$ cat config.mk
export PLATFORM = sky130hd
export DESIGN_NAME = irq_insert_ctrl
export DESIGN_NICKNAME = d
export VERILOG_FILES = /design/src/rtl/irq_insert_pkg.sv /design/src/rtl/irq_pending.sv /design/src/rtl/irq_seq.sv /design/src/rtl/irq_tag_pipe.sv /design/src/rtl/irq_insert_ctrl.sv
export SDC_FILE = /design/constraint.sdc
export NUM_CORES = 1
export LEC_CHECK = 0
export CELL_PAD_IN_SITES_DETAIL_PLACEMENT = 0
export CELL_PAD_IN_SITES_GLOBAL_PLACEMENT = 1
export CORE_MARGIN = 2
export CORE_UTILIZATION = 29
export CTS_BUF_LIST = sky130_fd_sc_hd__clkbuf_8
export DETAILED_ROUTE_END_ITERATION = 10
export GPL_TIMING_DRIVEN = 0
export PLACE_DENSITY = 0.89
export SYNTH_ARGS = -nofsm -noshare
export SYNTH_HDL_FRONTEND = slang
export SYNTH_SLANG_ARGS = --single-unit
$ cat constraint.sdc
create_clock -name clk -period 2.2 [get_ports clk]
set_input_delay 0.55 -clock clk [delete_from_list [all_inputs] [get_ports clk]]
set_output_delay 0.55 -clock clk [all_outputs]
set_load 0.02 [all_outputs]
$ cat src/rtl/irq_insert_pkg.sv
package irq_insert_pkg;

    typedef enum logic [1:0] {
        OP_PLAIN  = 2'd0,
        OP_REPEAT = 2'd1,
        OP_JUMP   = 2'd2,
        OP_RETURN = 2'd3
    } op_class_t;

    typedef enum logic [1:0] {
        SRC_PC   = 2'd0,
        SRC_VEC0 = 2'd1,
        SRC_VEC1 = 2'd2,
        SRC_HOLD = 2'd3
    } fetch_src_t;

    typedef enum logic [2:0] {
        ST_RUN,
        ST_VEC0,
        ST_VEC1,
        ST_LONG,
        ST_REPT,
        ST_REPW,
        ST_RETD,
        ST_RETX
    } seq_state_t;

    typedef struct packed {
        fetch_src_t src;
        logic       inserted;
        logic       enabled;
    } fetch_ctl_t;

    function automatic fetch_ctl_t ctl_for(input seq_state_t s);
        fetch_ctl_t c;
        c.inserted = 1'b0;
        c.enabled  = 1'b0;
        c.src      = SRC_PC;
        case (s)
            ST_RUN:  c.enabled = 1'b1;
            ST_REPT: c.enabled = 1'b1;
            ST_REPW: begin c.enabled = 1'b1; c.src = SRC_HOLD; end
            ST_VEC0: begin c.src = SRC_VEC0; c.inserted = 1'b1; end
            ST_VEC1: begin c.src = SRC_VEC1; c.inserted = 1'b1; end
            ST_RETD: c.src = SRC_HOLD;
            ST_RETX: c.src = SRC_HOLD;
            default: c.src = SRC_PC;
        endcase
        return c;
    endfunction

endpackage

$ cat src/rtl/irq_pending.sv
module irq_pending #(
    parameter int NUM_IRQ = 4
) (
    input  logic               clk,
    input  logic               rst,
    input  logic [NUM_IRQ-1:0] req,
    input  logic               take,
    output logic               any_pending
);
    logic [NUM_IRQ-1:0] pend_q;
    logic [NUM_IRQ-1:0] lowest;

    assign lowest      = pend_q & (~pend_q + 1'b1);
    assign any_pending = |pend_q;

    always_ff @(posedge clk) begin
        if (rst) begin
            pend_q <= '0;
        end else begin
            pend_q <= (pend_q & ~(take ? lowest : '0)) | req;
        end
    end

    // a pending line not granted this cycle is still pending in the next
    assert_pending_kept_R6: assert property (@(posedge clk) disable iff (rst)
        (any_pending && !take) |=> any_pending);

    // a grant only happens when something is pending
    assert_take_needs_pending_R2: assert property (@(posedge clk) disable iff (rst)
        take |-> any_pending);
endmodule

$ cat src/rtl/irq_seq.sv
module irq_seq
    import irq_insert_pkg::*;
(
    input  logic       clk,
    input  logic       rst,
    input  logic       pend_any,
    input  op_class_t  op,
    input  logic       lc_at_one,
    output fetch_ctl_t ctl,
    output logic       take
);
    seq_state_t state_q, state_d;
    logic       jump_seen_q, jump_seen_d;

    always_comb begin
        state_d     = state_q;
        jump_seen_d = jump_seen_q;
        take        = 1'b0;
        case (state_q)
            ST_RUN: begin
                if (op == OP_REPEAT) begin
                    state_d = ST_REPT;
                end else if (pend_any) begin
                    state_d     = ST_VEC0;
                    take        = 1'b1;
                    jump_seen_d = 1'b0;
                end
            end
            ST_VEC0: begin
                state_d     = ST_VEC1;
                jump_seen_d = (op == OP_JUMP);
            end
            ST_VEC1: begin
                state_d     = (jump_seen_q || op == OP_JUMP) ? ST_LONG : ST_RUN;
                jump_seen_d = 1'b0;
            end
            ST_LONG: if (op == OP_RETURN) state_d = ST_RETD;
            ST_RETD: state_d = ST_RETX;
            ST_RETX: state_d = ST_RUN;
            ST_REPT: state_d = ST_REPW;
            ST_REPW: if (lc_at_one) state_d = ST_RUN;
            default: state_d = ST_RUN;
        endcase
    end

    always_ff @(posedge clk) begin
        if (rst) begin
            state_q     <= ST_RUN;
            jump_seen_q <= 1'b0;
        end else begin
            state_q     <= state_d;
            jump_seen_q <= jump_seen_d;
        end
    end

    assign ctl = ctl_for(state_q);

    // the repeat wait holds until the loop counter reaches one
    assert_rep_wait_R7: assert property (@(posedge clk) disable iff (rst)
        (state_q == ST_REPW && !lc_at_one) |=> state_q == ST_REPW);

    // once the return has been fetched, two hold cycles follow
    assert_ret_hold_R5: assert property (@(posedge clk) disable iff (rst)
        (state_q == ST_RETD) |=> ctl.src == SRC_HOLD);
endmodule

$ cat src/rtl/irq_tag_pipe.sv
module irq_tag_pipe #(
    parameter int STAGES = 3
) (
    input  logic              clk,
    input  logic              rst,
    input  logic              tag_in,
    output logic [STAGES-1:0] tags
);
    assign tags[0] = tag_in;

    genvar g;
    generate
        for (g = 1; g < STAGES; g++) begin : g_stage
            logic tag_q;
            always_ff @(posedge clk) begin
                if (rst) tag_q <= 1'b0;
                else     tag_q <= tags[g-1];
            end
            assign tags[g] = tag_q;
        end
    endgenerate
endmodule

$ cat src/rtl/irq_insert_ctrl.sv
module irq_insert_ctrl
    import irq_insert_pkg::*;
#(
    parameter int NUM_IRQ = 4,
    parameter int LC_W    = 16,
    parameter int STAGES  = 3
) (
    input  logic               clk,
    input  logic               rst,
    input  logic [NUM_IRQ-1:0] irq_req,
    input  logic [1:0]         fetch_op,
    input  logic [LC_W-1:0]    loop_count,
    output logic [1:0]         fetch_sel,
    output logic [STAGES-1:0]  ins_stage,
    output logic               int_en
);
    localparam logic [LC_W-1:0] LC_ONE = LC_W'(1);

    logic       pend_any;
    logic       take;
    fetch_ctl_t ctl;
    op_class_t  op;

    assign op = op_class_t'(fetch_op);

    irq_pending #(.NUM_IRQ(NUM_IRQ)) u_pend (
        .clk         (clk),
        .rst         (rst),
        .req         (irq_req),
        .take        (take),
        .any_pending (pend_any)
    );

    irq_seq u_seq (
        .clk       (clk),
        .rst       (rst),
        .pend_any  (pend_any),
        .op        (op),
        .lc_at_one (loop_count == LC_ONE),
        .ctl       (ctl),
        .take      (take)
    );

    irq_tag_pipe #(.STAGES(STAGES)) u_tags (
        .clk    (clk),
        .rst    (rst),
        .tag_in (ctl.inserted),
        .tags   (ins_stage)
    );

    assign fetch_sel = ctl.src;
    assign int_en    = ctl.enabled;

    // the first vector fetch is always followed by the second
    assert_vec_order_R3: assert property (@(posedge clk) disable iff (rst)
        (fetch_sel == SRC_VEC0) |=> (fetch_sel == SRC_VEC1));

    // interrupts are disabled while vector words are fetched
    assert_vec_disabled_R3: assert property (@(posedge clk) disable iff (rst)
        (fetch_sel == SRC_VEC0 || fetch_sel == SRC_VEC1) |-> !int_en);

    // a word flagged in execute was fetched from a vector two cycles earlier
    assert_exec_lag_R4: assert property (@(posedge clk) disable iff (rst)
        ins_stage[STAGES-1] |-> ($past(fetch_sel, 2) == SRC_VEC0 ||
                                 $past(fetch_sel, 2) == SRC_VEC1));

    // no insertion directly out of a long interrupt
    assert_long_blocks_R6: assert property (@(posedge clk) disable iff (rst)
        (fetch_sel == SRC_PC && !int_en) |=> fetch_sel != SRC_VEC0);

    // no insertion directly out of a repeat wait
    assert_rep_blocks_R7: assert property (@(posedge clk) disable iff (rst)
        (fetch_sel == SRC_HOLD && int_en) |=> fetch_sel != SRC_VEC0);
endmodule

# Word level (Yosys, flattened, before mapping)

Cells that the tools add are included.

Output and inout port bits: 6
Register bits after elaboration: 10

Reduce and logical (&&, ||, !) cells: 9
Bitwise operators: 5
Eq/ne operators: 16
$add $sub $neg: 1
Multiplexer cells: 16

Operators by type and width:

| operator            | number |
|---|---|
| $pmux 3 s8          | 1 |
| $eq 16x1->1 const B | 1 |
| $eq 3x3->1 const B  | 4 |
| $mux 3              | 4 |
| $and 4x4->4         | 2 |
| $not 4->4           | 2 |
| $mux 1              | 7 |
| $eq 3x2->1 const B  | 2 |
| $pmux 2 s3          | 1 |
| $reduce_and 3->1    | 2 |
| $reduce_or 3->1     | 2 |
| $add 4x1->4 const B | 1 |
| $eq 2x2->1 const B  | 2 |
| $mux 4              | 1 |
| $ne 2x1->1 const B  | 2 |
| $ne 2x2->1 const B  | 2 |
| $or 4x4->4          | 1 |
| $reduce_or 4->1     | 1 |
| $eq 3x1->1 const B  | 1 |
| $logic_not 3->1     | 1 |
| $ne 3x2->1 const B  | 1 |
| $pmux 1 s3          | 1 |
| $reduce_bool 3->1   | 1 |
| $eq 2x1->1 const B  | 1 |
| 3 further kinds     | 3 |

# Longest topological paths before layout

Word-level depth: 8
Gate-level depth with buffers: 5
Mapped depth without buffers: 4

# Cells and area by module

A second synthesis with hierarchy kept.

Cell total of the unflattened synthesis: 74
Area, all modules: 588.1 um2

By module, submodules not included:

| module          | sequential area each (um2) | times used | cells an instance | area each (um2) |
|---|---|---|---|---|
| irq_seq         | 80.1                       | 1          | 44                | 327.8 |
| irq_pending     | 80.1                       | 1          | 18                | 148.9 |
| irq_tag_pipe    | 40.0                       | 1          | 7                 | 75.1 |
| irq_insert_ctrl | 0.0                        | 1          | 5                 | 36.3 |

# Worst setup path before layout

Ideal clock, no wire load.

Path kind: register to output
Start point: register u_seq.state_q[2]
End point: output port int_en
Stages on the path, launching flop included: 4
Setup slack: 0.728 ns
Arrival time: 0.922 ns
Path through: dfxtp_1 > buf_2 > inv_1 > a21oi_1

Longest elaborated chain between the ends: 3
Elaborated cells between the ends (all ways): 5
Classes of those cells: eq/ne: 2; mux: 1; reduce/logical: 2

RTL lines:

| what                                          | RTL line              | text |
|---|---|---|
| start: declaration                            | irq_seq.sv:12         | `seq_state_t state_q, state_d;` |
| start signal: assignment                      | irq_seq.sv:51         | `state_q <= state_d;` |
| $eq 3x3->1 or $logic_not 3->1 (tied branches) | irq_insert_pkg.sv:39  | `case (s)` |
| $reduce_or 3->1 (no source line) *            | -                     |  |
| $mux 1 *                                      | irq_insert_pkg.sv:39  |  |
| end: declaration                              | irq_insert_ctrl.sv:15 | `output logic int_en` |

Mark *: on every way between the ends. The rest lies on a longest branch, timed or not.

# Worst setup path in the final report

Start point: register u_seq.state_q[1]
End point: output port fetch_sel[0]

Longest elaborated chain between the ends: 3
Elaborated cells between the ends (all ways): 7
Classes of those cells: eq/ne: 5; mux: 1; reduce/logical: 1

RTL lines:

| what                             | RTL line              | text |
|---|---|---|
| $eq 3x3->1                       | irq_insert_pkg.sv:39  |  |
| $reduce_or 3->1 (no source line) | -                     |  |
| $pmux 2 s3 *                     | irq_insert_pkg.sv:39  |  |
| end: declaration                 | irq_insert_ctrl.sv:13 | `output logic [1:0] fetch_sel,` |

Marks and branches as above.

==> impl_metrics.json <==
{
  "outcome": "finished, final reports clean",
  "path_class": "flop to output port",
  "synth_warnings": 0,
  "path_delay_family": "buffers and inverters",
  "grt_remaining_overflow": 0,
  "finalWorstSetupSlack_ps": 55.8,
  "die-area_sq_mm": 0.00238,
  "drcViolationCount": 0,
  "setup_violations": 0,
  "track_usage": 0.146,
  "die_x_um": 48.8,
  "place_hpwl_mm": 1.21,
  "cts_root_buf": "clkbuf_8",
  "async_flop_share": 0,
  "finalPower_uw": 1040,
  "dpl.cell_count": 130,
  "yosysSeqAreaShare": 0.344,
  "drv_slew": 0,
  "hp-class": "flop to flop",
  "cts_tree": "built",
  "crit_path_cell_trace": "buf_4 > nand2b_1 > nand2_1 > clkdlybuf4s50_1",
  "num_rows": 16,
  "htreeDepth": 1,
  "fmax_mhz": 466,
  "instances_no_fill": 134,
  "fill_cells": 196,
  "crit_path_top_delay_cell": "clkdlybuf4s50_1",
  "power.leakage_uw": 0.000381,
  "post-route-min-period_ps": 2140,
  "post_drt_wl_per_cell_um": 11.5,
  "syn_nets": 99,
  "final.setup_skew_ps": 3.15,
  "ys.flop_type": "dfxtp_1",
  "cp-end-kind": "output port",
  "crit_fanout": 10,
  "clk_latency_ps": 240,
  "crit_arrival_ps": 1590,
  "n_antenna_cell": 0,
  "dp_slack_ps": 69.0,
  "slowest_delay_ps": 590,
  "netlist_area_sq_um": 582,
  "cts_buffers": 3,
  "clock_sinks": 10,
  "worst_pin_slew_ps": 448,
  "die_h_um": 48.8,
  "setup_tns_ps": 0,
  "power.density_mw_per_mm2": 1090,
  "coreArea_sq_mm": 0.00192,
  "synth_edf_count": 0,
  "grt_max_degree": 11,
  "vias": 660,
  "synth_cell_types": 30,
  "drt_first_pass_iters": 4,
  "cp.required_ps": 1650,
  "grt_pass1_wl_mm": 2.73,
  "crit_path_start_kind": "flop",
  "cts_setup_buffers": 0,
  "ioPinCount": 30,
  "synth-seq-cells": 10,
  "maxCapViolations": 0,
  "routabilityCongestion": 0.826,
  "post-route-util": 0.497,
  "fin_crit_sh": 0.975,
  "finalHoldViolCount": 0,
  "synthCells": 75,
  "routed_wl_mm": 1.54,
  "ir_drop_uv": 431,
  "avgViaCountPerCell": 4.93,
  "critPathBufInv": 2,
  "cts_max_path_buffers": 2,
  "areaGrowthSynthToFinish_pct": 64.1,
  "rsz0062_at_grt": "false",
  "path_clk_slew_ps": 50,
  "initial_utilization": 0.303,
  "drtIter0Drc": 19,
  "antenna_found_initial": 0,
  "grt_pass1_vias": 608,
  "numPortBuffers": 28,
  "slew_headroom": 0.702,
  "antenna_left": 0,
  "syn_area_per_cell_sq_um": 7.76,
  "layout-drive-gt1-share": 0.112,
  "fin_nets": 132
}
## cell usage in the layout, fill, tap and decap left out
| cell type | netlist | final |
|---|---|---|
| a211oi_1 | 3 | 3 |
| a21boi_1 | 1 | 1 |
| a21oi_1 | 8 | 8 |
| a2bb2oi_1 | 1 | 1 |
| a311oi_1 | 1 | 1 |
| a32oi_1 | 1 | 1 |
| and2_1 | 1 | 1 |
| buf_2 | 2 | 1 |
| buf_4 | 3 | 4 |
| buf_6 | 1 | 1 |
| clkbuf_1 | 1 | 1 |
| clkbuf_8 | 0 | 4 |
| clkdlybuf4s50_1 | 0 | 26 |
| dfxtp_1 | 10 | 10 |
| dlygate4sd2_1 | 0 | 1 |
| dlymetal6s2s_1 | 0 | 1 |
| inv_1 | 4 | 4 |
| nand2_1 | 6 | 6 |
| nand2b_1 | 4 | 4 |
| nand3_1 | 1 | 1 |
| nand4_1 | 1 | 1 |
| nand4b_1 | 1 | 1 |
| nor2_1 | 5 | 5 |
| nor2_2 | 1 | 1 |
| nor2b_1 | 3 | 3 |
| nor3_1 | 1 | 1 |
| nor4_1 | 4 | 4 |
| nor4b_1 | 1 | 1 |
| o21ai_0 | 4 | 4 |
| o21bai_1 | 1 | 1 |
| o31ai_1 | 2 | 2 |
| or2_0 | 1 | 1 |
| or3_1 | 1 | 1 |
| or4_4 | 1 | 1 |
## power by group
part           total, uW  internal, uW  leakage (uW)  switching (uW)
clock                229           157     0.0000288            71.3
combinational        552           277      0.000269             275
sequential           256           227     0.0000828            29.4
## stage by stage
stage          cell area, sq um  hold WS, ps
2_1_floorplan               582          439
3_3_place_gp                896          461
3_5_place_dp                896          460
4_1_cts                     952          468
5_1_grt                     955          486
6_report                    955          462
## synth_stat cells, drive strengths merged, types with 2 or more instances
library cell | n | area share
a21oi | 8 | 0.069
nor2 | 6 | 0.043
nor4 | 4 | 0.043
o21ai | 4 | 0.034
a211oi | 3 | 0.039
o31ai | 2 | 0.026
buf | 6 | 0.075
dfxtp | 10 | 0.34
nand2b | 4 | 0.043
nor2b | 3 | 0.032
inv | 4 | 0.026
nand2 | 6 | 0.039
## flip-flops by register name (all words and copies together), names as in the netlist
signal / cells
u_seq.jump_seen_q: 1
u_seq.state_q: 3
u_pend.pend_q: 4
u_tags.g_stage.tag_q: 2
## cell families (layout without fill, tap and decap cells)
| group | count (synthesis) | count (layout) | synth area share |
|---|---|---|---|
| buffers and inverters | 11 | 43 | 0.108 |
| AO/OA/AOI/OAI | 22 | 22 | 0.239 |
| AND/OR/NAND/NOR | 32 | 32 | 0.310 |
| flip-flops | 10 | 10 | 0.344 |
## routing by layer
metal,GRT usage,share of wire
met2,0.235,0.49
met4,0.0429,0.019
met5,0,0
met3,0.0460,0.048
met1,0.186,0.45
## final timing paths
kind                                      startpoint                                  to  slack, ps  cells after the start
setup / recovery       u_seq.state_q[1]$_SDFFE_PP0P_                        fetch_sel[0]         60                      4
setup reg to reg         u_pend.pend_q[3]$_SDFF_PP0_       u_seq.state_q[0]$_SDFFE_PP0P_        850                      4
hold / removal    u_tags.g_stage[1].tag_q$_SDFF_PP0_  u_tags.g_stage[2].tag_q$_SDFF_PP0_        460                      1
hold reg to reg   u_tags.g_stage[1].tag_q$_SDFF_PP0_  u_tags.g_stage[2].tag_q$_SDFF_PP0_        460                      1
## repair_timing
action                                  4_1_cts  5_1_grt
hold buffers                                  0        0
gates resized for setup                       2        1
endpoints found under the setup margin        1        1
## area by class of cell
type | count | area (sq um) | area share
Timing Repair Buffer | 28 | 282 | 0.295
Sequential cell | 10 | 200 | 0.210
Multi-Input combinational cell | 54 | 319 | 0.334
Tap cell | 27 | 33.8 | 0.0354
Buffer | 7 | 50.0 | 0.0524
Inverter | 4 | 15.0 | 0.0157
Clock buffer | 4 | 55.1 | 0.0577
Power figures use the tool's default switching activity.
